$ cat src/rtl/bmu_pkg.sv
package bmu_pkg;
  typedef enum logic [1:0] {
    BMU_TEST = 2'd0,
    BMU_SET  = 2'd1,
    BMU_CLR  = 2'd2,
    BMU_FLIP = 2'd3
  } bmu_op_e;

  typedef enum logic [2:0] {
    ST_IDLE  = 3'd0,
    ST_CALC  = 3'd1,
    ST_READ  = 3'd2,
    ST_WRITE = 3'd3,
    ST_DONE  = 3'd4
  } bmu_state_e;
endpackage

$ cat src/rtl/bmu_locate.sv
// Bit index and dword address generation.
module bmu_locate #(
  parameter int DW = 32,
  parameter int AW = 32,
  parameter int IMMW = 8,
  parameter int NARROW_BITS = 16,
  localparam int IW = $clog2(DW)
) (
  input  logic            use_imm,
  input  logic [DW-1:0]   roff,
  input  logic [IMMW-1:0] imm,
  input  logic [AW-1:0]   ea,
  input  logic            wide,
  output logic [IW-1:0]   idx,
  output logic [AW-1:0]   addr
);
  localparam int BSH = $clog2(DW / 8);
  localparam logic [AW-1:0] NARROW_MASK = {{(AW-NARROW_BITS){1'b0}}, {NARROW_BITS{1'b1}}};

  logic signed [DW-1:0] disp;
  logic [AW-1:0]        step;
  logic [AW-1:0]        base;
  logic                 unused_imm_hi;

  assign unused_imm_hi = ^imm[IMMW-1:IW];

  always_comb begin
    disp = $signed(roff) >>> IW;
    step = AW'(disp) << BSH;
    base = use_imm ? ea : (ea + step);
    addr = base & (wide ? {AW{1'b1}} : NARROW_MASK);
    idx  = use_imm ? imm[IW-1:0] : roff[IW-1:0];
  end
endmodule

$ cat src/rtl/bmu_alter.sv
// Single-bit test and modify on one word.
module bmu_alter
  import bmu_pkg::*;
#(
  parameter int DW = 32,
  localparam int IW = $clog2(DW)
) (
  input  logic [DW-1:0] word,
  input  logic [IW-1:0] idx,
  input  bmu_op_e       op,
  output logic [DW-1:0] new_word,
  output logic          old_bit
);
  logic [DW-1:0] hit;

  for (genvar b = 0; b < DW; b++) begin : g_bit
    assign hit[b] = (idx == IW'(b));
    always_comb begin
      new_word[b] = word[b];
      if (hit[b]) begin
        unique case (op)
          BMU_SET:  new_word[b] = 1'b1;
          BMU_CLR:  new_word[b] = 1'b0;
          BMU_FLIP: new_word[b] = ~word[b];
          default:  new_word[b] = word[b];
        endcase
      end
    end
  end

  assign old_bit = |(word & hit);
endmodule

$ cat src/rtl/bmu_ctrl.sv
// Sequencer: command capture, memory phases, result holding.
module bmu_ctrl
  import bmu_pkg::*;
#(
  parameter int DW = 32,
  parameter int AW = 32,
  parameter int IMMW = 8,
  localparam int IW = $clog2(DW)
) (
  input  logic            clk,
  input  logic            rst_n,
  input  logic            cmd_valid,
  output logic            cmd_ready,
  input  logic [1:0]      cmd_op,
  input  logic            cmd_mem,
  input  logic            cmd_imm,
  input  logic            cmd_wide,
  input  logic [DW-1:0]   cmd_reg_val,
  input  logic [DW-1:0]   cmd_offset,
  input  logic [IMMW-1:0] cmd_imm8,
  input  logic [AW-1:0]   cmd_ea,
  output logic            loc_use_imm,
  output logic [DW-1:0]   loc_roff,
  output logic [IMMW-1:0] loc_imm,
  output logic [AW-1:0]   loc_ea,
  output logic            loc_wide,
  input  logic [IW-1:0]   loc_idx,
  input  logic [AW-1:0]   loc_addr,
  output logic [DW-1:0]   alt_word,
  output logic [IW-1:0]   alt_idx,
  output bmu_op_e         alt_op,
  input  logic [DW-1:0]   alt_new,
  input  logic            alt_old,
  output logic            res_valid,
  input  logic            res_ready,
  output logic [DW-1:0]   res_value,
  output logic            res_cf,
  output logic            res_wr,
  output logic            mem_req,
  output logic            mem_we,
  output logic [AW-1:0]   mem_addr,
  output logic [DW-1:0]   mem_wdata,
  input  logic [DW-1:0]   mem_rdata,
  input  logic            mem_rdy,
  output logic            mem_lock
);
  bmu_state_e      state_q;
  bmu_op_e         op_q;
  logic            imm_q;
  logic            wide_q;
  logic [DW-1:0]   roff_q;
  logic [IMMW-1:0] imm8_q;
  logic [AW-1:0]   ea_q;
  logic [IW-1:0]   idx_q;
  logic [AW-1:0]   addr_q;
  logic [DW-1:0]   val_q;
  logic            cf_q;
  logic            wr_q;
  logic            live;

  always_comb begin
    live        = (state_q == ST_IDLE);
    loc_use_imm = live ? cmd_imm    : imm_q;
    loc_roff    = live ? cmd_offset : roff_q;
    loc_imm     = live ? cmd_imm8   : imm8_q;
    loc_ea      = live ? cmd_ea     : ea_q;
    loc_wide    = live ? cmd_wide   : wide_q;
    alt_word    = live ? cmd_reg_val : mem_rdata;
    alt_idx     = live ? loc_idx : idx_q;
    alt_op      = live ? bmu_op_e'(cmd_op) : op_q;
    cmd_ready   = live;
    res_valid   = (state_q == ST_DONE);
    mem_req     = (state_q == ST_READ) || (state_q == ST_WRITE);
    mem_we      = (state_q == ST_WRITE);
    mem_addr    = addr_q;
    mem_wdata   = val_q;
    mem_lock    = mem_req && (op_q != BMU_TEST);
    res_value   = val_q;
    res_cf      = cf_q;
    res_wr      = wr_q;
  end

  always_ff @(posedge clk or negedge rst_n) begin
    if (!rst_n) begin
      state_q <= ST_IDLE;
      op_q    <= BMU_TEST;
      imm_q   <= 1'b0;
      wide_q  <= 1'b0;
      roff_q  <= '0;
      imm8_q  <= '0;
      ea_q    <= '0;
      idx_q   <= '0;
      addr_q  <= '0;
      val_q   <= '0;
      cf_q    <= 1'b0;
      wr_q    <= 1'b0;
    end else begin
      unique case (state_q)
        ST_IDLE: begin
          if (cmd_valid) begin
            op_q   <= bmu_op_e'(cmd_op);
            imm_q  <= cmd_imm;
            wide_q <= cmd_wide;
            roff_q <= cmd_offset;
            imm8_q <= cmd_imm8;
            ea_q   <= cmd_ea;
            idx_q  <= loc_idx;
            if (cmd_mem) begin
              wr_q    <= 1'b0;
              state_q <= ST_CALC;
            end else begin
              val_q   <= alt_new;
              cf_q    <= alt_old;
              wr_q    <= (bmu_op_e'(cmd_op) != BMU_TEST);
              state_q <= ST_DONE;
            end
          end
        end
        ST_CALC: begin
          addr_q  <= loc_addr;
          state_q <= ST_READ;
        end
        ST_READ: begin
          if (mem_rdy) begin
            val_q   <= alt_new;
            cf_q    <= alt_old;
            state_q <= (op_q == BMU_TEST) ? ST_DONE : ST_WRITE;
          end
        end
        ST_WRITE: begin
          if (mem_rdy) state_q <= ST_DONE;
        end
        ST_DONE: begin
          if (res_ready) state_q <= ST_IDLE;
        end
        default: state_q <= ST_IDLE;
      endcase
    end
  end
endmodule

$ cat src/rtl/bit_modify_unit.sv
module bit_modify_unit
  import bmu_pkg::*;
#(
  parameter int DW = 32,
  parameter int AW = 32,
  parameter int IMMW = 8,
  parameter int NARROW_BITS = 16
) (
  input  logic            clk,
  input  logic            rst_n,
  input  logic            cmd_valid,
  output logic            cmd_ready,
  input  logic [1:0]      cmd_op,
  input  logic            cmd_mem,
  input  logic            cmd_imm,
  input  logic            cmd_wide,
  input  logic [DW-1:0]   cmd_reg_val,
  input  logic [DW-1:0]   cmd_offset,
  input  logic [IMMW-1:0] cmd_imm8,
  input  logic [AW-1:0]   cmd_ea,
  output logic            res_valid,
  input  logic            res_ready,
  output logic [DW-1:0]   res_value,
  output logic            res_cf,
  output logic            res_wr,
  output logic            mem_req,
  output logic            mem_we,
  output logic [AW-1:0]   mem_addr,
  output logic [DW-1:0]   mem_wdata,
  input  logic [DW-1:0]   mem_rdata,
  input  logic            mem_rdy,
  output logic            mem_lock
);
  localparam int IW = $clog2(DW);

  logic            loc_use_imm;
  logic [DW-1:0]   loc_roff;
  logic [IMMW-1:0] loc_imm;
  logic [AW-1:0]   loc_ea;
  logic            loc_wide;
  logic [IW-1:0]   loc_idx;
  logic [AW-1:0]   loc_addr;
  logic [DW-1:0]   alt_word;
  logic [IW-1:0]   alt_idx;
  bmu_op_e         alt_op;
  logic [DW-1:0]   alt_new;
  logic            alt_old;

  bmu_locate #(.DW(DW), .AW(AW), .IMMW(IMMW), .NARROW_BITS(NARROW_BITS)) u_locate (
    .use_imm (loc_use_imm),
    .roff    (loc_roff),
    .imm     (loc_imm),
    .ea      (loc_ea),
    .wide    (loc_wide),
    .idx     (loc_idx),
    .addr    (loc_addr)
  );

  bmu_alter #(.DW(DW)) u_alter (
    .word     (alt_word),
    .idx      (alt_idx),
    .op       (alt_op),
    .new_word (alt_new),
    .old_bit  (alt_old)
  );

  bmu_ctrl #(.DW(DW), .AW(AW), .IMMW(IMMW)) u_ctrl (
    .clk         (clk),
    .rst_n       (rst_n),
    .cmd_valid   (cmd_valid),
    .cmd_ready   (cmd_ready),
    .cmd_op      (cmd_op),
    .cmd_mem     (cmd_mem),
    .cmd_imm     (cmd_imm),
    .cmd_wide    (cmd_wide),
    .cmd_reg_val (cmd_reg_val),
    .cmd_offset  (cmd_offset),
    .cmd_imm8    (cmd_imm8),
    .cmd_ea      (cmd_ea),
    .loc_use_imm (loc_use_imm),
    .loc_roff    (loc_roff),
    .loc_imm     (loc_imm),
    .loc_ea      (loc_ea),
    .loc_wide    (loc_wide),
    .loc_idx     (loc_idx),
    .loc_addr    (loc_addr),
    .alt_word    (alt_word),
    .alt_idx     (alt_idx),
    .alt_op      (alt_op),
    .alt_new     (alt_new),
    .alt_old     (alt_old),
    .res_valid   (res_valid),
    .res_ready   (res_ready),
    .res_value   (res_value),
    .res_cf      (res_cf),
    .res_wr      (res_wr),
    .mem_req     (mem_req),
    .mem_we      (mem_we),
    .mem_addr    (mem_addr),
    .mem_wdata   (mem_wdata),
    .mem_rdata   (mem_rdata),
    .mem_rdy     (mem_rdy),
    .mem_lock    (mem_lock)
  );
endmodule

$ cat config.mk
export PLATFORM = sky130hd
export DESIGN_NAME = bit_modify_unit
export DESIGN_NICKNAME = d
export VERILOG_FILES = /design/src/rtl/bmu_pkg.sv /design/src/rtl/bmu_locate.sv /design/src/rtl/bmu_alter.sv /design/src/rtl/bmu_ctrl.sv /design/src/rtl/bit_modify_unit.sv
export SDC_FILE = /design/constraint.sdc
export NUM_CORES = 1
export LEC_CHECK = 0
export BUFFER_PORTS_ARGS = -buffer_cell sky130_fd_sc_hd__clkbuf_2
export CORE_ASPECT_RATIO = 0.5
export CORE_MARGIN = 1
export CORE_UTILIZATION = 24
export DETAILED_ROUTE_END_ITERATION = 16
export GPL_TIMING_DRIVEN = 0
export PLACE_DENSITY = 0.42
export RECOVER_POWER = 25
export SETUP_SLACK_MARGIN = 0.3
export SLEW_MARGIN = 15
export SYNTH_ARGS = -nofsm -noshare
export SYNTH_HDL_FRONTEND = slang
export SYNTH_SLANG_ARGS = --single-unit
$ cat constraint.sdc
create_clock -name clk -period 4.7 [get_ports clk]
set_input_delay 0.47 -clock clk [delete_from_list [all_inputs] [get_ports clk]]
set_output_delay 0.47 -clock clk [all_outputs]
set_load 0.01 [all_outputs]
==> metrics.md, run 1 <==
| Metric | Value |
|---|---|
| Unrepaired setup endpoints after global routing | false |
| Final setup violation count | 0 |
| Routed WL per cell | 17.8 um |
| Die X | 282 um |
| Syn avg cell area | 7.52 um2 |
| Period utilization | 0.891 |
| Synth unique cells | 67 |
| Failing checks | max-capacitance violations, max-slew violations |
| Gpl congestion | 0.913 |
| Crit path max fanout | 19 |
| CTS buffer count | 17 |
| FF-to-FF setup slack | ~510 ps |
| Die footprint | 40000 um2 |
| Leak | 0.00627 uW |
| Antenna violations before repair | 1 |
| Startpoint types | register |
| # fillers | 4093 |
| Synth Flop Type | dfrtp_1 |
| Final HPWL DP | 28.4 mm |
| Worst Setup End Kind | register |
| Final Slew Violations | 66 |
| Sequential cell area fraction in the yosys report | 0.365 |
| Final instance area | around 12000 um2 |
| Antenna Nets Post-Route | 0 |
| #FFs+latches synth | 137 |
| CTS tree | done |
| Clock Tree Buf Depth | 2 |
| Area leader, netlist | dfrtp_1 |
| Worst EP arrival | 4510 ps |
| Synth Area in Adders | 0.0408 |
| Main combinational cell family by area after synthesis | simple AND/OR/NAND/NOR gates |
| Synth async-reset ratio | 1.00 |
| Core ar. | 38000 um2 |
| CTS Sinks | between 100 and 150 |
| Largest net degree at the start of global routing | 73 |
| Max Clk Rate | 0.239 GHz |
| Crit-path cells | buf_6, or3_1, buf_6, buf_6, clkbuf_2, clkbuf_2, nand2_1, nand2_1, ha_1, clkbuf_1, a21oi_1, o21ai_1, a221o_1, a21oi_4, o21bai_1, a21oi_2, xnor2_1, a221o_1 |
| Post-route clock skew | 7.71 ps |
| Final sum of negative setup slack | 0 ps |
| Clk root buf | clkbuf_16 |
| Post-Route Utilization | 0.321 |
| Post-synth top area share | 0.365 |
| Status | complete, but fails checks |
| Vias in the first global route | around 9000 |
| Cells after Synth | 1248 |
| Synth Cell Area | 9390 um2 |
| DRC viols | 0 |
| Slowest CP cell | a221o_1 |
| DP Area | 11300 um2 |
| Final Hold Vio Count | 0 |
| DR iter-0 viols | 721 |
| Drt total wl | 36.5 mm |
| EDFF count, synth | 0 |
| Post-CTS Hold Buffers | 0 |
| Multiplexer area fraction after synthesis | 0.0540 |
| Clk slew on worst S/H paths | ~60 ps |
| First-pass GRT wire length | 54.1 mm |
| CP peak stage delay | 430 ps |
| Share of layout cells above drive strength 1 | 0.243 |
| Die span in y | 142 um |
| Post-synthesis compound-gate area fraction | 0.184 |
| Crit path kind | register to register |
| Initial core utilization | 0.247 |
| Total power | 11400 uW |
| Clk_lat worst skew | ~440 ps |
| GRT Resource Usage Total | 0.181 |
| Count leader, synth | nand2_1 |
| PwrDens | 932 nW/um2 |
| Worst VDD drop | 0.000345 V |
| # rows | 50 |
| Relative slew slack | -1.67 |
| Hold WC Path Type | primary input to register |
| I/O pins | ~250 |
| Port Buffers | 245 |
| Drt via density | 4.71 |
| Largest cells by area after synthesis | dfrtp_1 37%, nand2_1 19%, mux2i_1 5.0% |
| Top cells by count, synth | 474 x nand2_1, 137 x dfrtp_1, 66 x a21oi_1 |
| Syn_nets | roughly 1400 |
| Most used cell, CP | buf_6 |
| Worst-margin pin slew | 4000 ps |
| Drt first pass iters | 5 |
| Ant. Diodes | 0 |
| Min Tclk post-route | 4190 ps |
| Post-Synth Simple-Gate Area | 0.269 |
| Nets@finish | 1701 |
| Data required, critical path | 5020 ps |
| Via count | between 9000 and 10000 |
| H-tree Lvls | 4 |
| Synthesis warning total | 0 |
| P&R area growth vs syn | 29.8% |
| Global route total overflow | 0 |
| Max_cap viols | 1 |
| Post-Synth XOR/XNOR Area | 0.0187 |
through the flow:
stage	hold slack [ps]	setup slack [ps]	cells
after floorplan	174	326	1248
after global placement	457	-922	2013
after detailed placement	456	-893	2014
after CTS	45.6	279	2045
after global routing	216	288	2056
final	227	515	2056
worst max-delay path, delay by kind of cell, from the launching register on:
kind	cells	cell delay [ps]
flip-flops	1	380
adder cells (fa/ha/maj)	1	290
AND/OR/NAND/NOR	3	510
AO/OA/AOI/OAI	7	1580
XOR/XNOR	1	80
buffers and inverters	6	1210
per-layer routing:
metal	global-route usage	routed length (um)	vias to the layer above
met5	0	13	-
met4	0.0418	482	2
met3	0.0341	1640	29
met2	0.312	18000	251
met1	0.232	16400	4606
li1	-	-	4787
layout by cell type, fill, tap and decap left out, types with 5 or more instances in the layout:
| cell type | synthesis | layout |
|---|---|---|
| nand2_1 | 474 | 473 |
| clkbuf_16 | 0 | 17 |
| a21o_1 | 17 | 17 |
| nor3_1 | 19 | 19 |
| buf_12 | 0 | 5 |
| nand2b_1 | 8 | 8 |
| o211ai_1 | 7 | 7 |
| o21ai_1 | 26 | 29 |
| o31ai_1 | 9 | 8 |
| buf_4 | 36 | 49 |
| o21a_1 | 5 | 5 |
| a21oi_1 | 66 | 62 |
| a31oi_1 | 47 | 47 |
| buf_2 | 16 | 12 |
| and2_1 | 8 | 8 |
| o21ai_0 | 36 | 33 |
| ha_1 | 29 | 28 |
| and3_1 | 7 | 7 |
| buf_6 | 6 | 5 |
| nand4_1 | 7 | 7 |
| nand3_1 | 14 | 14 |
| mux2i_1 | 47 | 47 |
| xor2_1 | 7 | 7 |
| clkbuf_1 | 42 | 41 |
| a211o_1 | 6 | 6 |
| nor2_1 | 64 | 63 |
| a22o_1 | 5 | 5 |
| dfrtp_1 | 137 | 137 |
| o21bai_1 | 5 | 5 |
| inv_1 | 14 | 14 |
| xnor2_1 | 13 | 13 |
| clkbuf_2 | 0 | 247 |
registers in the layout, summed over array words and instances, names as in the netlist:
| signal | flops |
|---|---|
| u_ctrl.idx_q | 5 |
| u_ctrl.res_wr | 1 |
| u_ctrl.wide_q | 1 |
| u_ctrl.mem_addr | 32 |
| u_ctrl.state_q | 3 |
| u_ctrl.roff_q | 27 |
| u_ctrl.res_cf | 1 |
| u_ctrl.op_q | 2 |
| u_ctrl.mem_wdata | 32 |
| u_ctrl.imm_q | 1 |
| u_ctrl.ea_q | 32 |
power breakdown:
part	leakage (uW)	switching, uW	internal, uW
Clock	0.000301	543	938
Sequential	0.00170	376	1740
Combinational	0.00427	4780	2990
final timing paths:
kind / from / endpoint / cells past startpoint
worst min register to register: u_ctrl.roff_q[18] / u_ctrl.roff_q[18] / 2
min in group asynchronous: rst_n / u_ctrl.roff_q[8] / 1
max in group asynchronous: rst_n / u_ctrl.ea_q[19] / 1
worst max-delay path: u_ctrl.state_q[2] / u_ctrl.mem_addr[21] / 18
worst min-delay path: cmd_ea[1] / u_ctrl.ea_q[1] / 3
worst max register to register: u_ctrl.state_q[2] / u_ctrl.mem_addr[21] / 18
cells by family after synthesis:
| group | count (synthesis) |
|---|---|
| muxes | 50 |
| buffers and inverters | 118 |
| AOI/OAI and AO/OA | 270 |
| and+or+nand+nor | 623 |
| adders and majority gates | 30 |
| xor gates and xnor gates | 20 |
| DFF | 137 |
final cells by class:
type | instances | area, um2 | area share
Inverter | 15 | 56.3 | 0.00462
Clock buffer | 23 | 488 | 0.0400
Multi-Input combinational cell | 993 | 5410 | 0.443
Clock inverter | 7 | 140 | 0.0115
Buffer | 102 | 671 | 0.0550
Timing Repair Buffer | 259 | 1350 | 0.111
Tap cell | 520 | 651 | 0.0534
Sequential cell | 137 | 3430 | 0.281
what timing repair did:
item	CTS	global route
endpoints found under the hold margin	0	0
endpoints found under the setup margin	27	15
buffers inserted	2	11
gates resized for setup	32	19
pin swaps	2	10
(Power assumes the default switching activity.)
==> run 2, diff against run 1 <==
--- a/config.mk
+++ b/config.mk
@@ -11,7 +11,7 @@
 export CORE_UTILIZATION = 24
 export DETAILED_ROUTE_END_ITERATION = 16
 export GPL_TIMING_DRIVEN = 0
-export PLACE_DENSITY = 0.42
+export PLACE_DENSITY = 0.41
 export RECOVER_POWER = 25
 export SETUP_SLACK_MARGIN = 0.3
 export SLEW_MARGIN = 15
==> constraint.sdc (replaced) <==
create_clock -name clk -period 5 [get_ports clk]
set_input_delay 0.5 -clock clk [delete_from_list [all_inputs] [get_ports clk]]
set_output_delay 0.5 -clock clk [all_outputs]
set_load 0.01 [all_outputs]
==> metrics.md, run 2 (synthesis gave the netlist of run 1 again) <==
| Metric | Value |
|---|---|
| Drt total wl | 36.6 mm |
| Post-CTS Hold Buffers | 0 |
| Gpl congestion | approximately 0.9 |
| Clk slew on worst S/H paths | 60 ps |
| Setup slack at placement | -649 ps |
| Failing checks | max-capacitance violations, max-slew violations |
| Max_cap viols | 1 |
| Largest net degree at the start of global routing | 74 |
| I/O pins | 249 |
| Data required, critical path | 5310 ps |
| H-tree Lvls | 4 |
| Final Slew Violations | 65 |
| Hold WC Path Type | primary input to register |
| Share of layout cells above drive strength 1 | 0.234 |
| Crit path max fanout | 10 |
| Crit path kind | register to register |
| Worst-margin pin slew | 3860 ps |
| Antenna Nets Post-Route | 0 |
| Final Hold Vio Count | 0 |
| Die footprint | between 30000 and 40000 um2 |
| CTS Sinks | 137 |
| Startpoint types | register |
| Global route total overflow | 0 |
| Slowest CP cell | dfrtp_1 |
| Clk_lat worst skew | 440 ps |
| Die span in y | 142 um |
| CP peak stage delay | 370 ps |
| Final setup violation count | 0 |
| Routed WL per cell | between 15 and 20 um |
| Max Clk Rate | 0.222 GHz |
| Nets@finish | 1691 |
| Unrepaired setup endpoints after global routing | true |
| Core ar. | 38000 um2 |
| CTS buffer count | 17 |
| Most used cell, CP | buf_12 |
| Clock Tree Buf Depth | 2 |
| Vias in the first global route | 9265 |
| Total power | roughly 11000 uW |
| Most frequent cells in the layout | 473 x nand2_1, 246 x clkbuf_2, 137 x dfrtp_1, 64 x nor2_1, 63 x a21oi_1 |
| Setup ws final | 492 ps |
| Clk root buf | clkbuf_16 |
| DR iter-0 viols | 684 |
| Antenna violations before repair | 0 |
| CTS tree | done |
| Ant. Diodes | 0 |
| Post-route clock skew | between 8 and 9 ps |
| Crit-path cells | buf_6, or3_1, buf_6, inv_2, buf_12, buf_12, buf_12, buf_12, buf_12, buf_6, nand2_1, nand2_2, ha_2, inv_1, fa_2, nor2b_2, o31ai_2, a211o_1, a21oi_2, nor2_1, o211ai_1, mux2i_1, a31oi_1 |
| Status | complete, but fails checks |
| Leak | slightly above 0.006 uW |
| P&R area growth vs syn | 28.5% |
| WHS | 263 ps |
| # fillers | 4156 |
| Relative slew slack | -1.57 |
| Initial core utilization | 0.247 |
| First-pass GRT wire length | 54.6 mm |
| Worst Setup End Kind | register |
| Via count | 9644 |
| Post-Route Utilization | 0.318 |
| Drt via density | 4.71 |
| Commonest non-fill, non-tap cell in the layout | nand2_1 |
| DRC viols | 0 |
| Port Buffers | 245 |
| Final HPWL DP | 28.6 mm |
| Min Tclk post-route | 4510 ps |
| Final sum of negative setup slack | 0 ps |
| # rows | 50 |
| GRT Resource Usage Total | 0.182 |
| PwrDens | ~870 nW/um2 |
| Worst VDD drop | 0.000337 V |
| Die X | around 280 um |
| Worst EP arrival | 4820 ps |
| Period utilization | 0.902 |
| Drt first pass iters | 5 |
## run 2: changes by cell type in the layout (fill, tap and decap cells not counted), moves of 2 or more
cell / change
buf_4: -11
clkinv_2: +2
o21ai_0: +2
clkbuf_1: +3
o21ai_1: -2
## run 2: critical path: cells and delay by family (launching register included)
| kind | cells | cell delay (ps) |
|---|---|---|
| mux | 1 | 270 |
| compound gates | 5 | 1050 |
| simple gates | 5 | 740 |
| fa+ha+maj | 2 | 560 |
| buf+inv | 10 | 1360 |
| flops | 1 | 370 |
## run 2: stage by stage
step           cell area [um2]  instances
5_1_grt                  12100       2047
4_1_cts                  12000       2046
3_3_place_gp             11300       2013
3_5_place_dp             11300       2014
6_report                 12100       2047
2_1_floorplan             9390       1248
## run 2: where the power goes
group / switching (uW) / internal (uW)
Sequential: 351 / 1630
Combinational: 4460 / 2710
Clock: 503 / 869
Total: 5310 / 5210
## run 2: worst paths after layout
check	from	depth (start not counted)	end	slack, ps
worst max-delay path	u_ctrl.state_q[2]	23	u_ctrl.mem_addr[28]	490
worst min register to register	u_ctrl.roff_q[19]	2	u_ctrl.roff_q[19]	480
max in group asynchronous	rst_n	1	u_ctrl.roff_q[6]	1430
min in group asynchronous	rst_n	1	u_ctrl.mem_wdata[10]	1400
worst max register to register	u_ctrl.state_q[2]	23	u_ctrl.mem_addr[28]	490
worst min-delay path	cmd_ea[1]	3	u_ctrl.ea_q[1]	260
## run 2: final cells by class
class | count | area, um2 | area share
Tap cell | 520 | 651 | 0.0539
Buffer | 102 | 662 | 0.0549
Timing Repair Buffer | 249 | 1270 | 0.106
Multi-Input combinational cell | 993 | 5370 | 0.445
Sequential cell | 137 | 3430 | 0.284
Clock inverter | 8 | 143 | 0.0118
Clock buffer | 23 | 478 | 0.0396
Inverter | 15 | 56.3 | 0.00467
## run 2: timing repair
action / CTS / global route
setup endpoints to repair: 22 / 15
setup buffers: 2 / 1
resized for setup: 21 / 16
pin swaps: 1 / 5
hold endpoints to repair: 0 / 0
## run 2: per-layer routing
| layer | global-route usage | vias to the layer above | part of all wire |
|---|---|---|---|
| li1 | - | 4774 | - |
| met1 | 0.231 | 4598 | 0.45 |
| met2 | 0.321 | 245 | 0.49 |
| met3 | 0.0329 | 27 | 0.042 |
| met4 | 0.0403 | 0 | 0.013 |
| met5 | 0 | - | 0 |
==> run 3, diff against run 2 <==
--- a/config.mk
+++ b/config.mk
@@ -6,7 +6,6 @@
 export NUM_CORES = 1
 export LEC_CHECK = 0
 export BUFFER_PORTS_ARGS = -buffer_cell sky130_fd_sc_hd__clkbuf_2
-export CORE_ASPECT_RATIO = 0.5
 export CORE_MARGIN = 1
 export CORE_UTILIZATION = 24
 export DETAILED_ROUTE_END_ITERATION = 16
==> metrics.md, run 3 (synthesis gave the netlist of run 1 again) <==
| Metric | Value |
|---|---|
| Status | complete, but fails checks |
| Failing checks | max-capacitance violations, max-slew violations |
| Setup slack at placement | -525 ps |
| Data required, critical path | 5320 ps |
| Clk root buf | clkbuf_16 |
| Die span in y | 200 um |
| Nets@finish | 1693 |
| Relative slew slack | -1.59 |
| Startpoint types | register |
| Core ar. | 38600 um2 |
| Hold WC Path Type | primary input to register |
| Period utilization | 0.898 |
| Worst-margin pin slew | ~3900 ps |
| Crit path kind | register to register |
| P&R area growth vs syn | 29.1% |
| PwrDens | 873 nW/um2 |
| Antenna Nets Post-Route | 0 |
| Drt total wl | 37.3 mm |
| Drt via density | 4.68 |
| CTS Sinks | 137 |
| Initial core utilization | 0.243 |
| Final HPWL DP | 28.7 mm |
| CTS buffer count | 17 |
| Die X | 200 um |
| H-tree Lvls | 4 |
| Final Slew Violations | 63 |
| Leak | 0.00624 uW |
| Port Buffers | 245 |
| Clk slew on worst S/H paths | 70 ps |
| Drt first pass iters | 6 |
| GRT Resource Usage Total | 0.187 |
| Most frequent cells in the layout | 473 x nand2_1, 247 x clkbuf_2, 137 x dfrtp_1, 63 x nor2_1, 63 x a21oi_1 |
| Antenna violations before repair | 3 |
| Worst VDD drop | 0.000356 V |
| Routed WL per cell | between 15 and 20 um |
| Final Hold Vio Count | 0 |
| Final instance area | 12100 um2 |
| Sequential cell area | 3430 um2 |
| Setup ws final | about 510 ps |
| Crit path max fanout | 10 |
| Share of layout cells above drive strength 1 | 0.239 |
| Final setup violation count | 0 |
| # rows | 72 |
| Die footprint | about 40000 um2 |
| DP Area | 11300 um2 |
| Footprint of the multi-input gates | 5380 um2 |
| Vias in the first global route | 9094 |
| Unrepaired setup endpoints after global routing | true |
| Post-CTS Hold Buffers | 0 |
| Global route total overflow | 0 |
| DR iter-0 viols | 551 |
| Min Tclk post-route | 4490 ps |
| I/O pins | ~250 |
| Post-route clock skew | about 11 ps |
| Clock Tree Buf Depth | 2 |
| Worst EP arrival | about 4800 ps |
| Via count | 9604 |
| Max Clk Rate | around 0.22 GHz |
| Gpl congestion | about 0.87 |
| Clk_lat worst skew | approximately 450 ps |
| Max_cap viols | 1 |
| First-pass GRT wire length | 54.9 mm |
| DRC viols | 0 |
| CTS tree | done |
| Worst Setup End Kind | register |
| Commonest non-fill, non-tap cell in the layout | nand2_1 |
| Largest net degree at the start of global routing | 76 |
| # fillers | 4271 |
-- run 3: final timing paths --
| check | startpoint | to | slack [ps] | cells past startpoint |
|---|---|---|---|---|
| max in group asynchronous | rst_n | u_ctrl.ea_q[25] | 1390 | 1 |
| max | u_ctrl.state_q[2] | u_ctrl.mem_addr[30] | 510 | 23 |
| min reg2reg | u_ctrl.roff_q[17] | u_ctrl.roff_q[17] | 470 | 2 |
| min | cmd_wide | u_ctrl.wide_q | 250 | 3 |
| max reg2reg | u_ctrl.state_q[2] | u_ctrl.mem_addr[30] | 510 | 23 |
| min in group asynchronous | rst_n | u_ctrl.mem_wdata[14] | 1410 | 1 |
-- run 3: worst max-delay path: stages, from the launching register on --
cell	delay, ps
dfrtp_1	370
buf_6	140
or3_1	320
buf_6	150
inv_2	100
buf_12	160
buf_12	160
buf_12	150
buf_12	160
buf_8	150
buf_6	150
nand2_1	70
nand2_2	110
ha_2	210
inv_1	60
fa_2	400
nor2b_4	130
o31ai_2	90
a211o_1	330
a21oi_2	200
o21ai_0	170
a21oi_1	260
mux2i_1	220
o21ai_1	70
-- run 3: cell type report --
class                   instances  area share
diodes                          2    0.000413
plain buffers                 102      0.0543
clock buffers                  18      0.0362
clock inverters                14      0.0181
inverters                      15     0.00464
multi-input cells             993       0.444
flip-flops and latches        137       0.283
well taps                     518      0.0535
repair buffers                251       0.106
-- run 3: power breakdown --
part | leakage [uW] | switching [uW] | internal [uW]
logic | 0.00422 | 4410 | 2730
registers | 0.00170 | 346 | 1630
clock network | 0.000317 | 566 | 903
total | 0.00624 | 5320 | 5260
-- run 3: what timing repair did --
item,CTS,global route
setup endpoints to repair,22,14
buffers inserted,1,4
pin swaps,2,8
gates resized for setup,21,19
-- run 3: per-layer routing --
metal,GRT usage,share of wire
met2,0.319,0.48
met5,0,0.00019
met4,0.0509,0.018
met1,0.238,0.46
met3,0.0365,0.046
-- run 3: metrics by stage --
step / total power [uW] / instances / utilization / TNS [ps] / hold WS [ps]
2_1_floorplan: 6720 / 1248 / - / 0 / 204
3_3_place_gp: 8890 / 2011 / 0.291 / -5700 / 457
3_5_place_dp: 8890 / 2012 / 0.292 / -4540 / 462
4_1_cts: 10500 / 2044 / 0.311 / 0 / 81.5
5_1_grt: 11600 / 2049 / 0.314 / 0 / 250
6_report: 10600 / 2050 / 0.314 / 0 / 252
